File: src/rtl/net_led_pkg.sv
// Package: net_led_pkg
// Shared types for the network status LED controller.
// Assumes nothing beyond being compiled ahead of its users.
package net_led_pkg;

    // Phases of the activity lamp: waiting, flashing, enforced dark gap.
    typedef enum logic [1:0] {
        ACT_IDLE = 2'd0,
        ACT_ON   = 2'd1,
        ACT_GAP  = 2'd2
    } act_phase_e;

endpackage

File: src/rtl/led_link_hold.sv
// Module: led_link_hold
// Drives the link lamp. The lamp request is on when the alternate port is
// idle and either checking is off or the link is good. Each cycle that the
// request is off reloads a hold counter, and the lamp lights only once the
// hold has been drained by OFF_MS millisecond ticks.
// Assumes: tick is a single-cycle pulse synchronous to clk; OFF_MS >= 1.
module led_link_hold #(
    parameter int OFF_MS = 100
) (
    input  logic clk,
    input  logic rst_n,
    input  logic link_ok,
    input  logic chk_en,
    input  logic alt_act,
    input  logic tick,
    output logic led_n
);

    localparam int          CW     = $clog2(OFF_MS + 1);
    localparam logic [CW-1:0] HOLD_LD = CW'(OFF_MS);

    logic          want_on;
    logic [CW-1:0] hold_q;
    logic          led_q;

    // Request for the lamp before the minimum off time is applied.
    always_comb begin
        want_on = !alt_act && (!chk_en || link_ok);
    end

    // Hold counter reload and drain, and the registered lamp drive.
    always_ff @(posedge clk) begin
        if (!rst_n) begin
            hold_q <= '0;
            led_q  <= 1'b1;
        end else begin
            led_q <= !(want_on && (hold_q == '0));
            if (!want_on) begin
                hold_q <= HOLD_LD;
            end else if (tick && (hold_q != '0)) begin
                hold_q <= hold_q - CW'(1);
            end
        end
    end

    assign led_n = led_q;

endmodule

File: src/rtl/led_act_pulse.sv
// Module: led_act_pulse
// Turns activity events into a flash of ON_MS ticks followed by a dark gap
// of GAP_MS ticks. Events seen outside the idle phase are dropped.
// Assumes: tick and ev_any are synchronous; ON_MS >= 1 and GAP_MS >= 1.
module led_act_pulse
    import net_led_pkg::*;
#(
    parameter int ON_MS  = 50,
    parameter int GAP_MS = 50
) (
    input  logic clk,
    input  logic rst_n,
    input  logic ev_any,
    input  logic tick,
    output logic led_n
);

    localparam int            MAXW  = (ON_MS > GAP_MS) ? ON_MS : GAP_MS;
    localparam int            CW    = $clog2(MAXW + 1);
    localparam logic [CW-1:0] ON_LD  = CW'(ON_MS);
    localparam logic [CW-1:0] GAP_LD = CW'(GAP_MS);

    act_phase_e    phase_q;
    logic [CW-1:0] left_q;

    // Phase sequencing and remaining-tick count.
    always_ff @(posedge clk) begin
        if (!rst_n) begin
            phase_q <= ACT_IDLE;
            left_q  <= '0;
        end else begin
            case (phase_q)
                ACT_IDLE: begin
                    if (ev_any) begin
                        phase_q <= ACT_ON;
                        left_q  <= ON_LD;
                    end
                end
                ACT_ON: begin
                    if (tick) begin
                        if (left_q == CW'(1)) begin
                            phase_q <= ACT_GAP;
                            left_q  <= GAP_LD;
                        end else begin
                            left_q <= left_q - CW'(1);
                        end
                    end
                end
                ACT_GAP: begin
                    if (tick) begin
                        if (left_q == CW'(1)) begin
                            phase_q <= ACT_IDLE;
                            left_q  <= '0;
                        end else begin
                            left_q <= left_q - CW'(1);
                        end
                    end
                end
                default: begin
                    phase_q <= ACT_IDLE;
                    left_q  <= '0;
                end
            endcase
        end
    end

    // The lamp is lit only in the flash phase.
    assign led_n = (phase_q != ACT_ON);

endmodule

File: src/rtl/led_pol_track.sv
// Module: led_pol_track
// Registers the polarity-reversed flag onto the polarity lamp. The lamp
// follows the detector flag only, so a corrected reversal stays visible.
// Assumes: pol_rev is synchronous to clk.
module led_pol_track (
    input  logic clk,
    input  logic rst_n,
    input  logic pol_rev,
    output logic led_n
);

    logic led_q;

    // One-cycle registered copy, dark in reset.
    always_ff @(posedge clk) begin
        if (!rst_n) begin
            led_q <= 1'b1;
        end else begin
            led_q <= !pol_rev;
        end
    end

    assign led_n = led_q;

endmodule

File: src/rtl/net_led_ctrl.sv
// Module: net_led_ctrl
// Top of the network status LED controller: link, activity and polarity
// lamps, all active low, all dark in reset.
// Assumes: every input is synchronous to clk and ms_tick is a one-cycle
// pulse once per millisecond.
module net_led_ctrl #(
    parameter int LINK_OFF_MS = 100,
    parameter int ACT_ON_MS   = 50,
    parameter int ACT_GAP_MS  = 50
) (
    input  logic clk,
    input  logic rst_n,
    input  logic link_ok,
    input  logic link_chk_en,
    input  logic alt_port_act,
    input  logic ev_tx,
    input  logic ev_rx,
    input  logic ev_col,
    input  logic pol_rev,
    input  logic ms_tick,
    output logic led_link_n,
    output logic led_act_n,
    output logic led_pol_n
);

    logic ev_any;

    // Any of the three event sources counts as activity.
    always_comb begin
        ev_any = ev_tx | ev_rx | ev_col;
    end

    led_link_hold #(.OFF_MS(LINK_OFF_MS)) u_link (
        .clk     (clk),
        .rst_n   (rst_n),
        .link_ok (link_ok),
        .chk_en  (link_chk_en),
        .alt_act (alt_port_act),
        .tick    (ms_tick),
        .led_n   (led_link_n)
    );

    led_act_pulse #(.ON_MS(ACT_ON_MS), .GAP_MS(ACT_GAP_MS)) u_act (
        .clk    (clk),
        .rst_n  (rst_n),
        .ev_any (ev_any),
        .tick   (ms_tick),
        .led_n  (led_act_n)
    );

    led_pol_track u_pol (
        .clk     (clk),
        .rst_n   (rst_n),
        .pol_rev (pol_rev),
        .led_n   (led_pol_n)
    );

endmodule

File: config.mk
export PLATFORM = sky130hd
export DESIGN_NAME = net_led_ctrl
export DESIGN_NICKNAME = d
export VERILOG_FILES = /design/src/rtl/net_led_pkg.sv /design/src/rtl/led_link_hold.sv /design/src/rtl/led_act_pulse.sv /design/src/rtl/led_pol_track.sv /design/src/rtl/net_led_ctrl.sv
export SDC_FILE = /design/constraint.sdc
export NUM_CORES = 1
export LEC_CHECK = 0
export BUFFER_PORTS_ARGS = -buffer_cell sky130_fd_sc_hd__buf_4
export CAP_MARGIN = 10
export CORE_ASPECT_RATIO = 0.9
export CORE_MARGIN = 3
export CORE_UTILIZATION = 55
export DETAILED_ROUTE_END_ITERATION = 10
export PLACE_DENSITY = 0.89
export SYNTH_ARGS = -nofsm -noshare
export SYNTH_HDL_FRONTEND = slang
export SYNTH_HIERARCHICAL = 1
export SYNTH_SLANG_ARGS = --single-unit
File: constraint.sdc
create_clock -name clk -period 1.7 [get_ports clk]
set_clock_uncertainty 0.05 [all_clocks]
set_input_delay 0.085 -clock clk [delete_from_list [all_inputs] [get_ports clk]]
set_output_delay 0.085 -clock clk [all_outputs]
set_load 0.02 [all_outputs]
==> flow_metrics.tcl, run 1 <==
set metrics [dict create \
    status "complete, no violations" \
    die_x_um 50.5 \
    gp_congestion 0.808 \
    setup_ws_ps 107 \
    worst-setup-path-type "flop to flop" \
    initial_utilization 0.628 \
    cts_buffers 3 \
    synth_nets 128 \
    max_freq_mhz 628 \
    cts_max_level 1 \
    syn_to_final_growth_pct 17.3 \
    synth_top_family_by_area "simple AND/OR/NAND/NOR gates" \
    cellPowerDensity_mw_per_mm2 909 \
    period_share 0.937 \
    rsz0062_at_grt "false" \
    whs_path_depth 2 \
    cp.required_ps 1840 \
    synth_cells 114 \
    ant_nets 0 \
    hold_violations 0 \
    crit_family "simple AND/OR/NAND/NOR gates" \
    num_antenna_cells 0 \
    syn_avg_cell_area_sq_um 8.60 \
    min_path_type "primary input to flop" \
    p_int_uw 689 \
    wl_per_cell_um 13.4 \
    grt_pass1_vias 720 \
    reg2regPathDepth 6 \
    leakage_uw 0.000495 \
    grt_max_degree 13 \
    seq_power_share 0.480 \
    total_power_uw 1050 \
    vias 885 \
    slew_viol_final 0 \
    synth_top_flop_cell "dfxtp_1" \
    switching_share 0.342 \
    grtUsageTotal 0.187 \
    drt-total-wl_um 2060 \
    core_sq_mm 0.00156 \
    cts.sinks 17 \
    synthSimpleGateAreaFrac 0.232 \
    pwr-share-clk 0.199 \
    ys_warn_count 6 \
    synth_xor_area_frac 0.0446 \
    finalCriticalPeriod_ps 1590 \
    grt.overflow.total 0 \
    cts_tree "built" \
    end_kind "flop" \
    dpl.hpwl_um 1530 \
    path_cells "inv_1 > ha_1 > nor2b_1 > a21oi_2 > and2_1 > o211a_1" \
    final_net_count 147 \
    synthArstFlopShare 0 \
    worst_ep_arrival_time_ps 1740 \
    start_kind "flop" \
    syn_area_sq_um 981 \
    drive_above_1_share 0.189 \
    cts.clk_slew.worst_paths_ps 100 \
    finalSetupTns_ps 0 \
    max-slew-margin-rel 0.728 \
    ioPinCount 13 \
    worst_pin_slew_ps 405 \
    place_ws_ps 132 \
    clk_latency_ps 290 \
    slowest_stage "dfxtp_1" \
    setup_viol 0 \
    drtIter0Drc 45 \
    synth-edff-count 0 \
    fp.dieH_um 46.1 \
    synth-adder-area-share 0.0510 \
    postCtsSetupRepairBufs 0 \
    path_buf_inv 1 \
    synth_compound_area_frac 0.231 \
    synthMuxAreaShare 0.0459 \
    final_common_cell "dfxtp_1" \
    comb_power_share 0.321 \
    grt_pass1_wl_um 3190 \
    first_pass_iters 4 \
    ys_ff_latch 17 \
    drc_errors 0 \
    die_area_sq_mm 0.00233 \
    final_core_util 0.737 \
    yosysSeqAreaShare 0.347 \
    final_cell_mix "dfxtp_1, buf_4, nor2_1" \
    clock_path_buffers 2 \
    portBuffers 12 \
    antenna_found_initial 0 \
    synth_cell_types 39 \
    peakVddDrop_v 0.000757 \
    critical_path.max_stage_delay_ps 330 \
    cp.depth 6 \
    vias_per_cell 5.75 \
    drv_cap 0 \
    rows 13 \
    power_switching_uw 358 \
    path_max_fanout 5 \
    root_buffer "clkbuf_4" \
]
[state kept, by name, summed over array words and instances, names as in the netlist]
register and flops:
u_act/left_q 6, u_act/phase_q 2, u_pol/led_n 1, u_link/led_n 1, u_link/hold_q 7
[worst reg2reg max path, cell delays in order (launching register included)]
cell and delay (ps):
dfxtp_1 330, inv_1 100, ha_1 170, nor2b_1 310, a21oi_2 170, and2_1 170, o211a_1 210
[synth_stat cells, drive strengths merged (2+ instances only)]
cell / instances / area [sq um]
a211oi: 4 / 30.0
a21boi: 3 / 22.5
a21oi: 5 / 28.8
a31oi: 2 / 12.5
and2: 2 / 12.5
buf: 2 / 10.0
dfxtp: 17 / 340
ha: 4 / 50.1
inv: 10 / 37.5
mux2i: 3 / 30.0
nand2: 5 / 18.8
nand2b: 3 / 18.8
nand3: 3 / 15.0
nand4: 2 / 12.5
nor2: 13 / 48.8
nor3: 3 / 26.3
o211ai: 4 / 30.0
o21ai: 7 / 42.5
or3: 4 / 25.0
xnor2: 4 / 35.0
[worst paths after layout]
check | startpoint | endpoint | slack [ps]
setup / recovery | u_link/hold_q[0]$_SDFFE_PN0P_ | u_link/hold_q[5]$_SDFFE_PN0P_ | 110
hold / removal | ms_tick | u_act/left_q[5]$_SDFFE_PN0P_ | 30
setup reg to reg | u_link/hold_q[0]$_SDFFE_PN0P_ | u_link/hold_q[5]$_SDFFE_PN0P_ | 110
hold reg to reg | u_act/left_q[1]$_SDFFE_PN0P_ | u_act/left_q[1]$_SDFFE_PN0P_ | 450
[stage by stage]
step,area (sq um),hold slack [ps],std cells
final,1150,26.9,154
after global routing,1150,16.8,154
after CTS,1150,8.08,154
after detailed placement,1100,205,148
after global placement,1100,199,148
after floorplan,981,96.9,114
[timing repair]
item / 4_1_cts / 5_1_grt
hold buffers: 2 / 0
gates resized for setup: 0 / 0
hold endpoints to repair: 1 / 0
[area by class of cell]
cell class / instances / area (sq um)
clock buffers: 3 / 22.5
clock inverters: 1 / 5.00
fillers: 125 / 410
inverters: 10 / 37.5
multi-input cells: 85 / 593
flip-flops and latches: 17 / 340
well taps: 22 / 27.5
repair buffers: 16 / 125
[per-layer routing]
metal  routed length (um)  track usage
met1                  957        0.243
met4                   12       0.0376
met3                  153       0.0744
met2                  933        0.297
met5                    0            0
[power groups by stage]
stage | logic [uW] | clock network, uW | registers (uW)
floorplan | 259 | 0 | 491
global placement | 315 | 0 | 505
detailed placement | 328 | 0 | 510
CTS | 334 | 220 | 501
finish | 336 | 209 | 502
global route | 373 | 237 | 509
[cell families (layout without fill, tap and decap cells)]
kind of cell             count (synthesis)  in the layout
AO/OA/AOI/OAI                           32             32
XOR/XNOR                                 5              5
adder cells (fa/ha/maj)                  4              4
buffers and inverters                   12             30
flip-flops                              17             17
multiplexers                             4              4
AND/OR/NAND/NOR                         40             40
Note: power is estimated with default switching activity, not from simulation.
==> run 2: changes to the inputs <==
CORE_UTILIZATION = 40   (was 55)
CTS_BUF_LIST = sky130_fd_sc_hd__clkbuf_4 sky130_fd_sc_hd__clkbuf_8 sky130_fd_sc_hd__clkbuf_16   (was default)
PLACE_DENSITY = 0.71   (was 0.89)
==> flow_metrics.tcl, run 2 (same netlist as run 1, synthesis figures left out) <==
set metrics [dict create \
    status "complete, no violations" \
    switching_share 0.346 \
    registers.top_by_ff_count "u_link/hold_q" \
    drt-total-wl_um 2110 \
    die_area_sq_mm 0.00308 \
    grt_pass1_vias 775 \
    reg_top3 "u_link/hold_q (7), u_act/left_q (6), u_act/phase_q (2)" \
    die_x_um 58.2 \
    setup_ws_ps 95.8 \
    num_antenna_cells 0 \
    place_ws_ps 156 \
    leakage_uw 0.000499 \
    vias 870 \
    hold_violations 0 \
    initial_utilization 0.434 \
    timing.rr.start "u_link/hold_q[0]$_SDFFE_PN0P_" \
    min_path_type "primary input to flop" \
    path_max_fanout 5 \
    cts_max_level 1 \
    crit_family "simple AND/OR/NAND/NOR gates" \
    fin_area_sq_mm 0.00117 \
    pwr-share-clk 0.225 \
    r2r_slack_ps 100 \
    root_buffer "clkbuf_4" \
    p_int_uw 713 \
    path_buf_inv 1 \
    cts_tree "built" \
    whs_ps 12.6 \
    cellPowerDensity_mw_per_mm2 933 \
    clock_path_buffers 2 \
    start_kind "flop" \
    worst_pin_slew_ps 468 \
    worst-setup-path-type "flop to flop" \
    slew_viol_final 0 \
    cts.sinks 17 \
    portBuffers 12 \
    rsz0062_at_grt "false" \
    cts_buffers 3 \
    seq_power_share 0.455 \
    drtIter0Drc 23 \
    ioPinCount 13 \
    clk_latency_ps 300 \
    final_core_util 0.517 \
    grtUsageTotal 0.150 \
    power_switching_uw 378 \
    hp-start "ms_tick" \
    grt_max_degree 13 \
    worstReg2RegEnd "u_link/hold_q[5]$_SDFFE_PN0P_" \
    drc_errors 0 \
    rows 16 \
    fp.dieH_um 53.0 \
    syn_to_final_growth_pct 19.3 \
    largest_register_ffs 7 \
    drv_cap 0 \
    grt.overflow.total 0 \
    dpl.hpwl_um 1540 \
    final_common_cell "dfxtp_1" \
    max-slew-margin-rel 0.688 \
    period_share 0.944 \
    reg2regPathDepth 6 \
    postCtsSetupRepairBufs 0 \
    finalSetupTns_ps 0 \
    antenna_found_initial 0 \
    final_cell_mix "dfxtp_1, buf_4, nor2_1" \
    core_sq_mm 0.00226 \
    cp.required_ps 1850 \
    path_cells "inv_1 > ha_1 > nor2b_1 > a21oi_2 > and2_1 > o211a_1" \
    fillerInstances 210 \
    vias_per_cell 5.44 \
    peakVddDrop_v 0.000681 \
    grt_pass1_wl_um 3510 \
    dpl_cell_area_sq_mm 0.00111 \
    final_net_count 148 \
    end_kind "flop" \
    max_freq_mhz 623 \
    drive_above_1_share 0.188 \
    comb_power_share 0.320 \
    gp_congestion 0.783 \
    ant_nets 0 \
    whs_path_depth 2 \
    worst_ep_arrival_time_ps 1750 \
    wl_per_cell_um 13.2 \
    min_to "u_act/left_q[5]$_SDFFE_PN0P_" \
    slowest_stage "dfxtp_1" \
    cts.clk_slew.worst_paths_ps 100 \
    first_pass_iters 4 \
    setup_viol 0 \
    critical_path.max_stage_delay_ps 340 \
    finalCriticalPeriod_ps 1600 \
]
[run 2: cell count changes in the layout (fill, tap and decap cells not counted), sizes merged]
cell and delta:
clkbuf +1, dlygate4sd3 +1, clkinv -1
[run 2: worst max-delay path by stage]
stage                                  startpoint                             to  slack (ps)  cells after the start
floorplan           u_link/hold_q[0]$_SDFFE_PN0P_  u_link/hold_q[5]$_SDFFE_PN0P_         260                      6
global placement                            ev_rx  u_act/phase_q[0]$_SDFFE_PN0P_         190                      6
detailed placement                          ev_rx   u_act/left_q[1]$_SDFFE_PN0P_         160                      6
CTS                 u_link/hold_q[0]$_SDFFE_PN0P_  u_link/hold_q[5]$_SDFFE_PN0P_         100                      6
global route        u_link/hold_q[0]$_SDFFE_PN0P_  u_link/hold_q[5]$_SDFFE_PN0P_          20                      6
finish              u_link/hold_q[0]$_SDFFE_PN0P_  u_link/hold_q[5]$_SDFFE_PN0P_         100                      6
[run 2: stage by stage]
step                      instances  power (uW)
after CTS                       160        1090
after detailed placement        153         845
after global placement          153         829
final                           160        1090
after floorplan                 114         750
after global routing            160        1160
[run 2: repair_timing]
action,4_1_cts,5_1_grt
endpoints found under the hold margin,2,0
resized for setup,0,0
hold buffers,3,0
[run 2: power groups by stage]
| stage | Sequential [uW] | Combinational [uW] | Clock, uW |
|---|---|---|---|
| detailed placement | 505 | 340 | 0 |
| CTS | 496 | 348 | 250 |
| global placement | 502 | 327 | 0 |
| global route | 504 | 393 | 263 |
| floorplan | 491 | 259 | 0 |
| finish | 497 | 349 | 245 |
[run 2: final cells by class]
| type | instances | area, sq um | share of cell area |
|---|---|---|---|
| multi-input cells | 85 | 593 | 0.507 |
| flip-flops and latches | 17 | 340 | 0.291 |
| well taps | 27 | 33.8 | 0.0289 |
| inverters | 10 | 37.5 | 0.0321 |
| repair buffers | 17 | 135 | 0.116 |
| clock buffers | 4 | 30.0 | 0.0257 |
[run 2: per-layer routing]
metal  track usage  part of all wire  wire (um)  vias up
met2         0.227              0.42        892       26
met5             0                 0          0        -
li1              -                 -          -      445
met1         0.204              0.50       1050      392
met3        0.0244             0.057        120        7
met4        0.0772             0.024         51        0
==> run 3: changes to the inputs <==
CTS_BUF_LIST = sky130_fd_sc_hd__clkbuf_8   (was sky130_fd_sc_hd__clkbuf_4 sky130_fd_sc_hd__clkbuf_8 sky130_fd_sc_hd__clkbuf_16)
==> flow_metrics.tcl, run 3 (same netlist as run 1, synthesis figures left out) <==
set metrics [dict create \
    final_net_count 146 \
    setup_viol 0 \
    worst_pin_slew_ps 442 \
    rsz0062_at_grt "false" \
    die_x_um 58.2 \
    drc_errors 0 \
    seq_power_share 0.433 \
    register_area_sq_um 340 \
    final_common_cell "dfxtp_1" \
    drive_above_1_share 0.183 \
    fp.dieH_um 53.0 \
    final_core_util 0.515 \
    wl_per_cell_um 13.6 \
    gp_congestion 0.783 \
    critical_path.max_stage_delay_ps 330 \
    max-slew-margin-rel 0.705 \
    whs_ps 46.0 \
    registers.top_by_ff_count "u_link/hold_q" \
    worst_ep_arrival_time_ps 1660 \
    final_cell_mix "dfxtp_1, buf_4, nor2_1" \
    pwr-share-clk 0.265 \
    finalCriticalPeriod_ps 1570 \
    grt_pass1_wl_um 3460 \
    clock_path_buffers 2 \
    portBuffers 12 \
    status "complete, no violations" \
    vias_per_cell 5.27 \
    drv_cap 0 \
    first_pass_iters 4 \
    ioPinCount 13 \
    cp-startpoint "u_link/hold_q[0]$_SDFFE_PN0P_" \
    r2r_slack_ps 130 \
    syn_to_final_growth_pct 18.8 \
    fillerInstances 206 \
    cellPowerDensity_mw_per_mm2 988 \
    power_switching_uw 387 \
    drt-total-wl_um 2150 \
    rows 16 \
    comb_power_share 0.302 \
    cts_resized 0 \
    postCtsSetupRepairBufs 0 \
    grt_pass1_vias 757 \
    reg_top3 "u_link/hold_q (7), u_act/left_q (6), u_act/phase_q (2)" \
    cts.clk_slew.worst_paths_ps 70 \
    switching_share 0.336 \
    clk_latency_ps 250 \
    core_sq_mm 0.00226 \
    multi_input_area_sq_um 593 \
    slowest_stage "dfxtp_1" \
    cp.required_ps 1800 \
    total_power_uw 1150 \
    timing.rr.start "u_link/hold_q[0]$_SDFFE_PN0P_" \
    p_int_uw 763 \
    root_buffer "clkbuf_8" \
    place_ws_ps 156 \
    grtUsageTotal 0.148 \
    num_antenna_cells 0 \
    grt.overflow.total 0 \
    leakage_uw 0.000501 \
    die_area_sq_mm 0.00308 \
    worst-setup-path-type "flop to flop" \
    cts_buffers 3 \
    period_share 0.923 \
    min_path_type "primary input to flop" \
    cts_tree "built" \
    finalSetupTns_ps 0 \
    grt_max_degree 13 \
    endpoint "u_link/hold_q[5]$_SDFFE_PN0P_" \
    largest_register_ffs 7 \
    path_max_fanout 5 \
    cts.sinks 17 \
    worstReg2RegEnd "u_link/hold_q[5]$_SDFFE_PN0P_" \
    dpl.hpwl_um 1540 \
    hold_violations 0 \
    antenna_found_initial 0 \
    ant_nets 0 \
    setup_ws_ps 131 \
    initial_utilization 0.434 \
    end_kind "flop" \
    max_freq_mhz 637 \
    drtIter0Drc 18 \
    start_kind "flop" \
    reg2regPathDepth 6 \
    cts_max_level 1 \
    whs_path_depth 2 \
    path_cells "inv_1 > ha_1 > nor2b_1 > a21oi_2 > and2_1 > o211a_1" \
    vias 833 \
    peakVddDrop_v 0.000696 \
    slew_viol_final 0 \
]
[run 3: stage by stage]
step           instances  area [sq um]
2_1_floorplan        114           981
3_3_place_gp         153          1110
3_5_place_dp         153          1110
4_1_cts              158          1160
5_1_grt              158          1160
6_report             158          1160
[run 3: layout make-up]
type	instances	share of cell area
clock inverters	1	0.00322
well taps	27	0.0290
clock buffers	3	0.0354
multi-input cells	85	0.509
inverters	10	0.0322
flip-flops and latches	17	0.292
repair buffers	15	0.0988
[run 3: routing by layer]
layer  vias up  GRT usage  wire length [um]
met3         0     0.0146                83
met2        16      0.235               950
met1       376      0.201              1120
met4         0     0.0695                 0
li1        441          -                 -
met5         -          0                 0
[run 3: how the worst min path moves through the flow]
stage / from / end / slack [ps]
after floorplan: pol_rev / u_pol/led_n$_SDFF_PN1_ / 100
after global placement: pol_rev / u_pol/led_n$_SDFF_PN1_ / 200
after detailed placement: pol_rev / u_pol/led_n$_SDFF_PN1_ / 210
after CTS: rst_n / u_link/led_n$_SDFF_PN1_ / 40
after global routing: rst_n / u_pol/led_n$_SDFF_PN1_ / 50
final: rst_n / u_pol/led_n$_SDFF_PN1_ / 50
[run 3: worst max-delay path: cells and delay by family (launching register included)]
kind	cells	cell delay [ps]
fa+ha+maj	1	160
compound gates	2	370
buf+inv	1	80
simple gates	2	490
flops	1	330
[run 3: what timing repair did]
action / in CTS / in global routing
hold endpoints to repair: 1 / 0
hold buffers: 1 / 0
setup endpoints to repair: 0 / 0
[run 3: power groups by stage]
stage,sequential [uW],combinational [uW],clock (uW)
2_1_floorplan,491,259,0
3_3_place_gp,502,327,0
3_5_place_dp,505,340,0
4_1_cts,497,345,314
5_1_grt,505,387,323
6_report,499,347,305
